<file path="src/rtl/gpio32_pkg.sv">
package gpio32_pkg;
  localparam int NUM_LINES = 32;
  localparam int ADDR_W    = 6;

  localparam logic [ADDR_W-1:0] OFS_DIR  = 6'h00;
  localparam logic [ADDR_W-1:0] OFS_ODR  = 6'h04;
  localparam logic [ADDR_W-1:0] OFS_DAT  = 6'h08;
  localparam logic [ADDR_W-1:0] OFS_EVT  = 6'h0C;
  localparam logic [ADDR_W-1:0] OFS_MSK  = 6'h10;
  localparam logic [ADDR_W-1:0] OFS_EDG  = 6'h14;
  localparam logic [ADDR_W-1:0] OFS_EDG2 = 6'h18;
  localparam logic [ADDR_W-1:0] OFS_IBE  = 6'h1C;

  // Register bit index of a line: line 0 sits in the top bit.
  function automatic int line_bit(input int line);
    return NUM_LINES - 1 - line;
  endfunction

  // Convert between pin order and register order (an involution).
  function automatic logic [NUM_LINES-1:0] flip(input logic [NUM_LINES-1:0] v);
    logic [NUM_LINES-1:0] r;
    for (int i = 0; i < NUM_LINES; i++) r[line_bit(i)] = v[i];
    return r;
  endfunction

  // Edge qualifier: falling always counts, rising only when both-edge mode.
  function automatic logic [NUM_LINES-1:0] edge_pick(
      input logic [NUM_LINES-1:0] now_v,
      input logic [NUM_LINES-1:0] old_v,
      input logic [NUM_LINES-1:0] fall_only);
    return (old_v & ~now_v) | (now_v & ~old_v & ~fall_only);
  endfunction
endpackage

</file>
<file path="src/rtl/gpio_sync.sv">
module gpio_sync #(
  parameter int WIDTH  = 32,
  parameter int STAGES = 2
) (
  input  logic             clk,
  input  logic             rst_n,
  input  logic [WIDTH-1:0] d_in,
  output logic [WIDTH-1:0] d_out
);
  logic [WIDTH-1:0] stage_q [STAGES];

  generate
    for (genvar s = 0; s < STAGES; s++) begin : g_stage
      always_ff @(posedge clk) begin
        if (!rst_n)      stage_q[s] <= '0;
        else if (s == 0) stage_q[s] <= d_in;
        else             stage_q[s] <= stage_q[(s == 0) ? 0 : s-1];
      end
    end
  endgenerate

  assign d_out = stage_q[STAGES-1];
endmodule

</file>
<file path="src/rtl/gpio_edge_det.sv">
module gpio_edge_det
  import gpio32_pkg::*;
#(
  parameter int WIDTH = NUM_LINES
) (
  input  logic             clk,
  input  logic             rst_n,
  input  logic [WIDTH-1:0] level,
  input  logic [WIDTH-1:0] fall_only,
  output logic [WIDTH-1:0] hit
);
  logic [WIDTH-1:0] prev_q;

  always_ff @(posedge clk) begin
    if (!rst_n) prev_q <= '0;
    else        prev_q <= level;
  end

  assign hit = edge_pick(level, prev_q, fall_only);
endmodule

</file>
<file path="src/rtl/gpio32_ctrl.sv">
module gpio32_ctrl
  import gpio32_pkg::*;
#(
  parameter int SYNC_STAGES = 2
) (
  input  logic                 clk,
  input  logic                 rst_n,
  input  logic                 bus_sel,
  input  logic                 bus_wr,
  input  logic [ADDR_W-1:0]    bus_addr,
  input  logic [NUM_LINES-1:0] bus_wdata,
  output logic [NUM_LINES-1:0] bus_rdata,
  input  logic [NUM_LINES-1:0] pin_in,
  output logic [NUM_LINES-1:0] pin_out,
  output logic [NUM_LINES-1:0] pin_oe,
  output logic                 irq
);
  // Register-order state
  logic [NUM_LINES-1:0] dir_q, dat_q, evt_q, mask_q, ecr_q, ibe_q;
  logic [NUM_LINES-1:0] pin_sync, edge_hit, clr_vec, dat_view;
  logic                 wr_en, dir_wr, mask_wr;

  assign wr_en   = bus_sel & bus_wr;
  assign dir_wr  = wr_en & (bus_addr == OFS_DIR);
  assign mask_wr = wr_en & (bus_addr == OFS_MSK);
  assign clr_vec = (wr_en && bus_addr == OFS_EVT) ? bus_wdata : '0;

  gpio_sync #(.WIDTH(NUM_LINES), .STAGES(SYNC_STAGES)) u_sync (
    .clk   (clk),
    .rst_n (rst_n),
    .d_in  (flip(pin_in)),
    .d_out (pin_sync)
  );

  gpio_edge_det #(.WIDTH(NUM_LINES)) u_edge (
    .clk       (clk),
    .rst_n     (rst_n),
    .level     (pin_sync),
    .fall_only (ecr_q),
    .hit       (edge_hit)
  );

  always_ff @(posedge clk) begin
    if (!rst_n) begin
      dir_q  <= '0;
      dat_q  <= '0;
      mask_q <= '0;
      ecr_q  <= '0;
      ibe_q  <= '0;
    end else if (wr_en) begin
      unique case (bus_addr)
        OFS_DIR: dir_q  <= bus_wdata;
        OFS_DAT: dat_q  <= bus_wdata;
        OFS_MSK: mask_q <= bus_wdata;
        OFS_EDG: ecr_q  <= bus_wdata;
        OFS_IBE: ibe_q  <= bus_wdata;
        default: ;
      endcase
    end
  end

  // New edges take priority over clearing writes
  always_ff @(posedge clk) begin
    if (!rst_n) evt_q <= '0;
    else        evt_q <= (evt_q & ~clr_vec) | edge_hit;
  end

  assign dat_view = (dat_q & dir_q) | (pin_sync & ~dir_q & ibe_q);

  always_comb begin
    bus_rdata = '0;
    if (bus_sel) begin
      case (bus_addr)
        OFS_DIR: bus_rdata = dir_q;
        OFS_DAT: bus_rdata = dat_view;
        OFS_EVT: bus_rdata = evt_q;
        OFS_MSK: bus_rdata = mask_q;
        OFS_EDG: bus_rdata = ecr_q;
        OFS_IBE: bus_rdata = ibe_q;
        default: bus_rdata = '0;
      endcase
    end
  end

  assign pin_out = flip(dat_q);
  assign pin_oe  = flip(dir_q);
  assign irq     = |(evt_q & mask_q);
endmodule

</file>
<file path="config.mk">
export PLATFORM = sky130hd
export DESIGN_NAME = gpio32_ctrl
export DESIGN_NICKNAME = d
export VERILOG_FILES = /design/src/rtl/gpio32_pkg.sv /design/src/rtl/gpio_sync.sv /design/src/rtl/gpio_edge_det.sv /design/src/rtl/gpio32_ctrl.sv
export SDC_FILE = /design/constraint.sdc
export NUM_CORES = 1
export LEC_CHECK = 0
export ABC_CLOCK_PERIOD_IN_PS = 3300
export CAP_MARGIN = 20
export CORE_MARGIN = 2
export CORE_UTILIZATION = 55
export DETAILED_ROUTE_END_ITERATION = 10
export MAX_ROUTING_LAYER = met4
export PLACE_DENSITY_LB_ADDON = 0.3
export SLEW_MARGIN = 0
export SYNTH_ARGS = -nofsm -noshare
export SYNTH_HDL_FRONTEND = slang
export SYNTH_HIERARCHICAL = 1
export SYNTH_SLANG_ARGS = --single-unit
</file>
<file path="constraint.sdc">
create_clock -name clk -period 3.3 [get_ports clk]
set_input_delay 0.66 -clock clk [delete_from_list [all_inputs] [get_ports clk]]
set_output_delay 0.66 -clock clk [all_outputs]
set_load 0.02 [all_outputs]
</file>
==> metrics, run 1 <==
initial antenna violation count 0; Psw 1.66 mW; share of flip-flops with an asynchronous set or reset 0%; Synth Area in Adders 0%; post-layout power 7.28 mW; Starting Density 55.7%; Filler cells 1791; Vias/cell 5.80; synth unique cells 48; First-pass DRT Iterations 6; power per cell area 466 nW/um^2; multiplexer share of the synthesized area 5.28%; share of cells above drive strength 1 16.5%; Hold Buf Count CTS 0; CP Launch Type primary input; post-synthesis simple-gate area fraction 23.3%; Setup WS pre-CTS -589 ps; Final Hold Viols 0; htree depth 1; Hold WC Path Type flop to flop; Setup crit end kind primary output; die height 155 microns; compound-cell area share of the yosys netlist 20.5%; clk sinks 288; Slew Viols, Final 0; largest net degree at the start of global routing 107; crit path kind primary input to primary output; worst setup margin 66.3 ps; synth warn 6; vias in the first global route 10.7k; number of synthesized flops with an enable pin 0; start point of the critical path bus_addr[2]; io pins 171; Comb pwr share 6.4%; main combinational cell family by area after synthesis simple AND/OR/NAND/NOR gates; CP arrival 2570 ps; routed len/inst 19.3 microns; Slew @ Worst Pin 654 ps; Synth Cell Area 12500 sq um; Leak Pwr 5.46 nW; Layout area overhead 24.6%; CTS root buffer clkbuf_16; worst r2r src u_sync/stage_q[1][28]; Syn Area/Cell 8.71 sq um; Internal Pwr Total 5.62 mW; Mapped Nets 1514; Row Count 55; fmax 309 MHz; GR Util All Layers 31.2%; worst reg2reg setup slack 2210 ps; part of the cycle the worst path needs 98.0%; r2r endpoint evt_q[28]; global-route wire length before repair 58.0 mm; Worst VDD drop 0.383 mV; Seq/Total Area, Yosys 46.0%; crit-path max FO 10; ANT cells 0; Port Buffers 170; final cell count without fillers 1913; fin nets 1680; clk_lat worst skew 540 ps; Final min period 3230 ps; Inserted Clock Buffers 29; vias 11.1k; Core Area 22500 sq um; grt total ovfl 0; final setup fails 0; Iteration-0 DRC Markers 1005; Slew headroom 56.4%; die area 24000 sq um; drt drc 0; clock slew at reported path FFs 60 ps; DP HPWL 25.1 mm; Cells after DPL 1860; WP data required 2640 ps; routed wire length 36.9 mm; flops & latches, synth 288; Placer Congestion 0.943; clock skew 9.84 ps; Reg2Reg Depth 4; sw frac 22.8%; status finished clean; DRT antenna net count 0; Gate Count Post-Synth 1440; CP endpoint bus_rdata[18]; xor/xnor cell area share of the yosys netlist 0%; Die X 155 microns; TritonCTS clock tree yes; sequential group share of total power 49.7%; Synth Flop Type dfxtp_1; max-cap viol count 0; clk buf depth 3; Clk pwr share 43.9%
==> logic make-up after synthesis <==
| group | Yosys count |
|---|---|
| compound gates | 359 |
| mux | 66 |
| flops | 288 |
| buf+inv | 138 |
| simple gates | 589 |
==> cell type report <==
| class | count | area, sq um | area share (%) |
|---|---|---|---|
| inverter | 38 | 143 | 0.913 |
| clock buffer | 45 | 886 | 5.67 |
| timing repair buffer | 235 | 2150 | 13.7 |
| multi-input combinational | 1014 | 6280 | 40.2 |
| sequential | 288 | 5770 | 36.9 |
| tap | 285 | 357 | 2.28 |
| clock inverter | 8 | 47.5 | 0.304 |
==> cell usage after synthesis (all sizes together), types with 5 or more instances <==
cell,instances,area share [%]
clkbuf,61,1.9
mux2i,65,5.2
nand2,351,11
buf,39,1.9
o31a,26,1.8
o2bb2ai,25,1.7
dfxtp,288,46
a22oi,37,2.2
nand3,8,0.32
inv,38,1.1
nor3,8,0.40
a21oi,25,1.0
a31oi,36,1.8
o211ai,6,0.36
nand3b,25,1.5
and2,98,5.8
nor2,28,0.84
nand2b,39,1.9
a21boi,160,9.6
o21ai,34,1.4
nor4,5,0.35
==> power by group through the flow <==
stage / clock network [mW] / registers (mW) / logic [mW]
final: 3.20 / 3.62 / 0.465
after global routing: 3.36 / 3.63 / 0.499
after global placement: 0 / 3.69 / 0.443
after floorplan: 0 / 3.67 / 0.231
after CTS: 3.22 / 3.62 / 0.457
after detailed placement: 0 / 3.69 / 0.450
==> sequential cells by signal, indices dropped and copies added, names as in the netlist <==
signal          cells
dir_q              32
dat_q              32
u_sync/stage_q     64
ibe_q              32
evt_q              32
u_edge/prev_q      32
mask_q             32
ecr_q              32
==> worst min path at each step <==
| stage | start | endpoint | slack, ps | cells after the start |
|---|---|---|---|---|
| finish | u_sync/stage_q[0][16] | u_sync/stage_q[1][16] | 440 | 1 |
| global route | u_sync/stage_q[0][10] | u_sync/stage_q[1][10] | 460 | 1 |
| CTS | u_sync/stage_q[0][13] | u_sync/stage_q[1][13] | 450 | 1 |
| detailed placement | u_sync/stage_q[0][30] | u_sync/stage_q[1][30] | 430 | 1 |
| global placement | u_sync/stage_q[0][13] | u_sync/stage_q[1][13] | 430 | 1 |
| floorplan | u_sync/stage_q[0][30] | u_sync/stage_q[1][30] | 420 | 1 |
==> per-layer routing <==
layer | up-vias | GRT usage [%] | routed length, microns
met4 | 0 | 12.1 | 1450
met1 | 5352 | 39.0 | 15700
met2 | 403 | 51.8 | 17500
li1 | 5239 | - | -
met5 | - | - | 0
met3 | 106 | 3.93 | 2270
==> worst max-delay path, cell delays in order <==
cell and delay [ps]:
clkdlybuf4s50_1 420, or4_4 600, or2_4 280, buf_6 170, nor2_1 120, o31a_1 160, buf_2 160
==> timing repair <==
action,in CTS,in global routing
gates resized for setup,144,19
buffers inserted,0,0
endpoints found under the setup margin,32,19
cloned,0,0
hold endpoints to repair,0,0
pin swaps,1,1
==> cell usage in the layout, fill, tap and decap left out, types with 34 or more instances in the layout <==
master,netlist,layout
a21boi_0,62,62
a21boi_1,98,98
a22oi_1,37,37
a31oi_1,36,36
and2_2,96,96
buf_4,1,59
clkdlybuf4s50_1,0,134
dfxtp_1,288,288
inv_1,38,38
mux2i_1,65,65
nand2_1,351,351
nand2b_1,39,39
o21ai_0,34,34
==> metrics by stage <==
stage	TNS [ps]	hold WS [ps]	cell area [sq um]	utilization [%]
after floorplan	0	420	12500	-
after global placement	-14260	428	14700	65.4
after detailed placement	-15870	432	14700	65.4
after CTS	0	447	15600	69.2
after global routing	-4.91	455	15600	69.4
final	0	443	15600	69.4
Note: power is estimated with default switching activity, not from simulation.
==> run 2, diff against run 1 <==
==> constraint.sdc (replaced) <==
create_clock -name clk -period 3.3 [get_ports clk]
set_input_delay 0.33 -clock clk [delete_from_list [all_inputs] [get_ports clk]]
set_output_delay 0.33 -clock clk [all_outputs]
set_load 0.02 [all_outputs]
==> metrics, run 2 (same netlist as run 1, synthesis figures left out) <==
Die X 155 microns (unchanged); Clk pwr share 43.9% (about the same); crit path kind primary input to primary output (unchanged); Port Buffers 170 (unchanged); setup TNS 0 ps (unchanged); Setup crit end kind primary output (unchanged); clock skew 10.4 ps (was 9.84 ps); die height 155 microns (unchanged); most common cell after layout, fill and taps aside nand2_1 (unchanged); clk_lat worst skew 550 ps (was 540 ps); max-cap viol count 0 (unchanged); Vias/cell 5.84 (was 5.80); Iteration-0 DRC Markers 830 (was 1005); WP data required 2970 ps (was 2640 ps); power per cell area 467 nW/um^2 (was 466 nW/um^2); share of cells above drive strength 1 12.8% (was 16.5%); worst setup margin 96.7 ps (was 66.3 ps); clk buf depth 3 (unchanged); global-route wire length before repair 57.7 mm (was 58.0 mm); CP arrival 2870 ps (was 2570 ps); Starting Density 55.7% (unchanged); Layout area overhead 23.7% (was 24.6%); Hold WC Path Type primary input to flop (was flop to flop); Slew headroom 52.2% (was 56.4%); part of the cycle the worst path needs 97.1% (was 98.0%); initial antenna violation count 0 (unchanged); largest net degree at the start of global routing 112 (was 107); Leak Pwr 5.25 nW (was 5.46 nW); CTS root buffer clkbuf_16 (unchanged); fmax 312 MHz (was 309 MHz); die area 24000 sq um (unchanged); sequential group share of total power 50.0% (was 49.7%); Psw 1.66 mW (about the same); largest register by flop count u_sync/stage_q (unchanged); TritonCTS clock tree yes (unchanged); routed len/inst 19.3 microns (about the same); crit-path max FO 5 (was 10); Final min period 3200 ps (was 3230 ps); GR Util All Layers 31.1% (was 31.2%); most frequent cells in the layout 351 x nand2_1, 288 x dfxtp_1, 168 x clkdlybuf4s50_1 (was 351 x nand2_1, 288 x dfxtp_1, 134 x clkdlybuf4s50_1); clk sinks 288 (unchanged); Final Hold Viols 0 (unchanged); grt total ovfl 0 (unchanged); drt drc 0 (unchanged); DRT antenna net count 0 (unchanged); Core Area 22500 sq um (unchanged); RSZ-0062 raised after global routing false; clock slew at reported path FFs 60 ps (about the same); sw frac 22.9% (was 22.8%); vias 11.1k (about the same); max reg flops 64 (unchanged); Setup WS pre-CTS 81.8 ps (was -589 ps); vias in the first global route 10.8k (was 10.7k); DP HPWL 24.7 mm (was 25.1 mm); io pins 171 (unchanged); final setup fails 0 (unchanged); First-pass DRT Iterations 5 (was 6); Hold Buf Count CTS 0 (unchanged); Slew @ Worst Pin 715 ps (was 654 ps); Placer Congestion 0.941 (was 0.943); Slew Viols, Final 0 (unchanged); Internal Pwr Total 5.58 mW (was 5.62 mW); Comb pwr share 6.2% (was 6.4%); Inserted Clock Buffers 29 (unchanged); Row Count 55 (unchanged); ANT cells 0 (unchanged); Worst VDD drop 0.380 mV (was 0.383 mV); routed wire length 36.6 mm (was 36.9 mm); CP Launch Type primary input (unchanged); htree depth 1 (unchanged); status finished clean (unchanged); fin nets 1666 (was 1680)
-- run 2: changes by cell type in the layout (fill, tap and decap cells not counted), moves of 4 or more --
cell             previous run  this run
nor2_1                     23        28
buf_2                      27         1
clkdlybuf4s50_1           134       168
clkbuf_8                   10         5
buf_4                      59        47
buf_6                       5         1
-- run 2: layout make-up --
cell class	count	area, sq um
Timing Repair Buffer	221	2130
Fill cell	1795	6990
Tap cell	285	357
Clock inverter	12	104
Multi-Input combinational cell	1014	6190
Inverter	38	143
Clock buffer	40	817
Sequential cell	288	5770
-- run 2: final timing paths --
check	startpoint	slack, ps	cells past startpoint	to
max	bus_addr[5]	100	6	bus_rdata[0]
min	rst_n	300	2	dir_q[6]
max reg2reg	u_sync/stage_q[1][24]	2210	4	evt_q[24]
min reg2reg	u_sync/stage_q[0][6]	440	1	u_sync/stage_q[1][6]
-- run 2: power groups by stage --
stage	combinational, mW	clock (mW)	sequential [mW]
after floorplan	0.231	0	3.67
after global placement	0.430	0	3.69
after detailed placement	0.438	0	3.70
after CTS	0.441	3.22	3.62
after global routing	0.480	3.38	3.63
final	0.446	3.18	3.62
-- run 2: what timing repair did --
item	in CTS	in global routing
gates resized for setup	0	1
setup endpoints to repair	0	2
setup buffers	0	0
-- run 2: worst max-delay path: stages --
cell             delay [ps]
clkdlybuf4s50_1         450
or4_1                   630
nor2_1                  370
a32oi_1                 180
a41oi_1                 270
clkdlybuf4s50_1         650
-- run 2: stage by stage --
step           instances  util (%)  cell area [sq um]  hold WS [ps]  power [mW]
6_report            1898      68.9              15500           296        7.25
5_1_grt             1898      68.9              15500           337        7.48
4_1_cts             1898      68.9              15500           308        7.28
3_5_place_dp        1846      64.8              14600           433        4.13
3_3_place_gp        1846      64.8              14600           427        4.12
2_1_floorplan       1440         -              12500           420        3.90
-- run 2: per-layer routing --
metal  track usage (%)  routed length (microns)  vias up
met3              4.93                     2870      115
met1              38.7                    15100     5253
li1                  -                        -     5202
met4              13.4                     1440        0
met2              50.3                    17200      511
met5                 -                        0        -
==> run 3, diff against run 2 <==
--- a/config.mk
+++ b/config.mk
@@ -6,7 +6,6 @@
 export NUM_CORES = 1
 export LEC_CHECK = 0
 export ABC_CLOCK_PERIOD_IN_PS = 3300
-export CAP_MARGIN = 20
 export CORE_MARGIN = 2
 export CORE_UTILIZATION = 55
 export DETAILED_ROUTE_END_ITERATION = 10
==> results of run 3 <==
The final DEF is identical to that of run 2; final timing and power are the same.
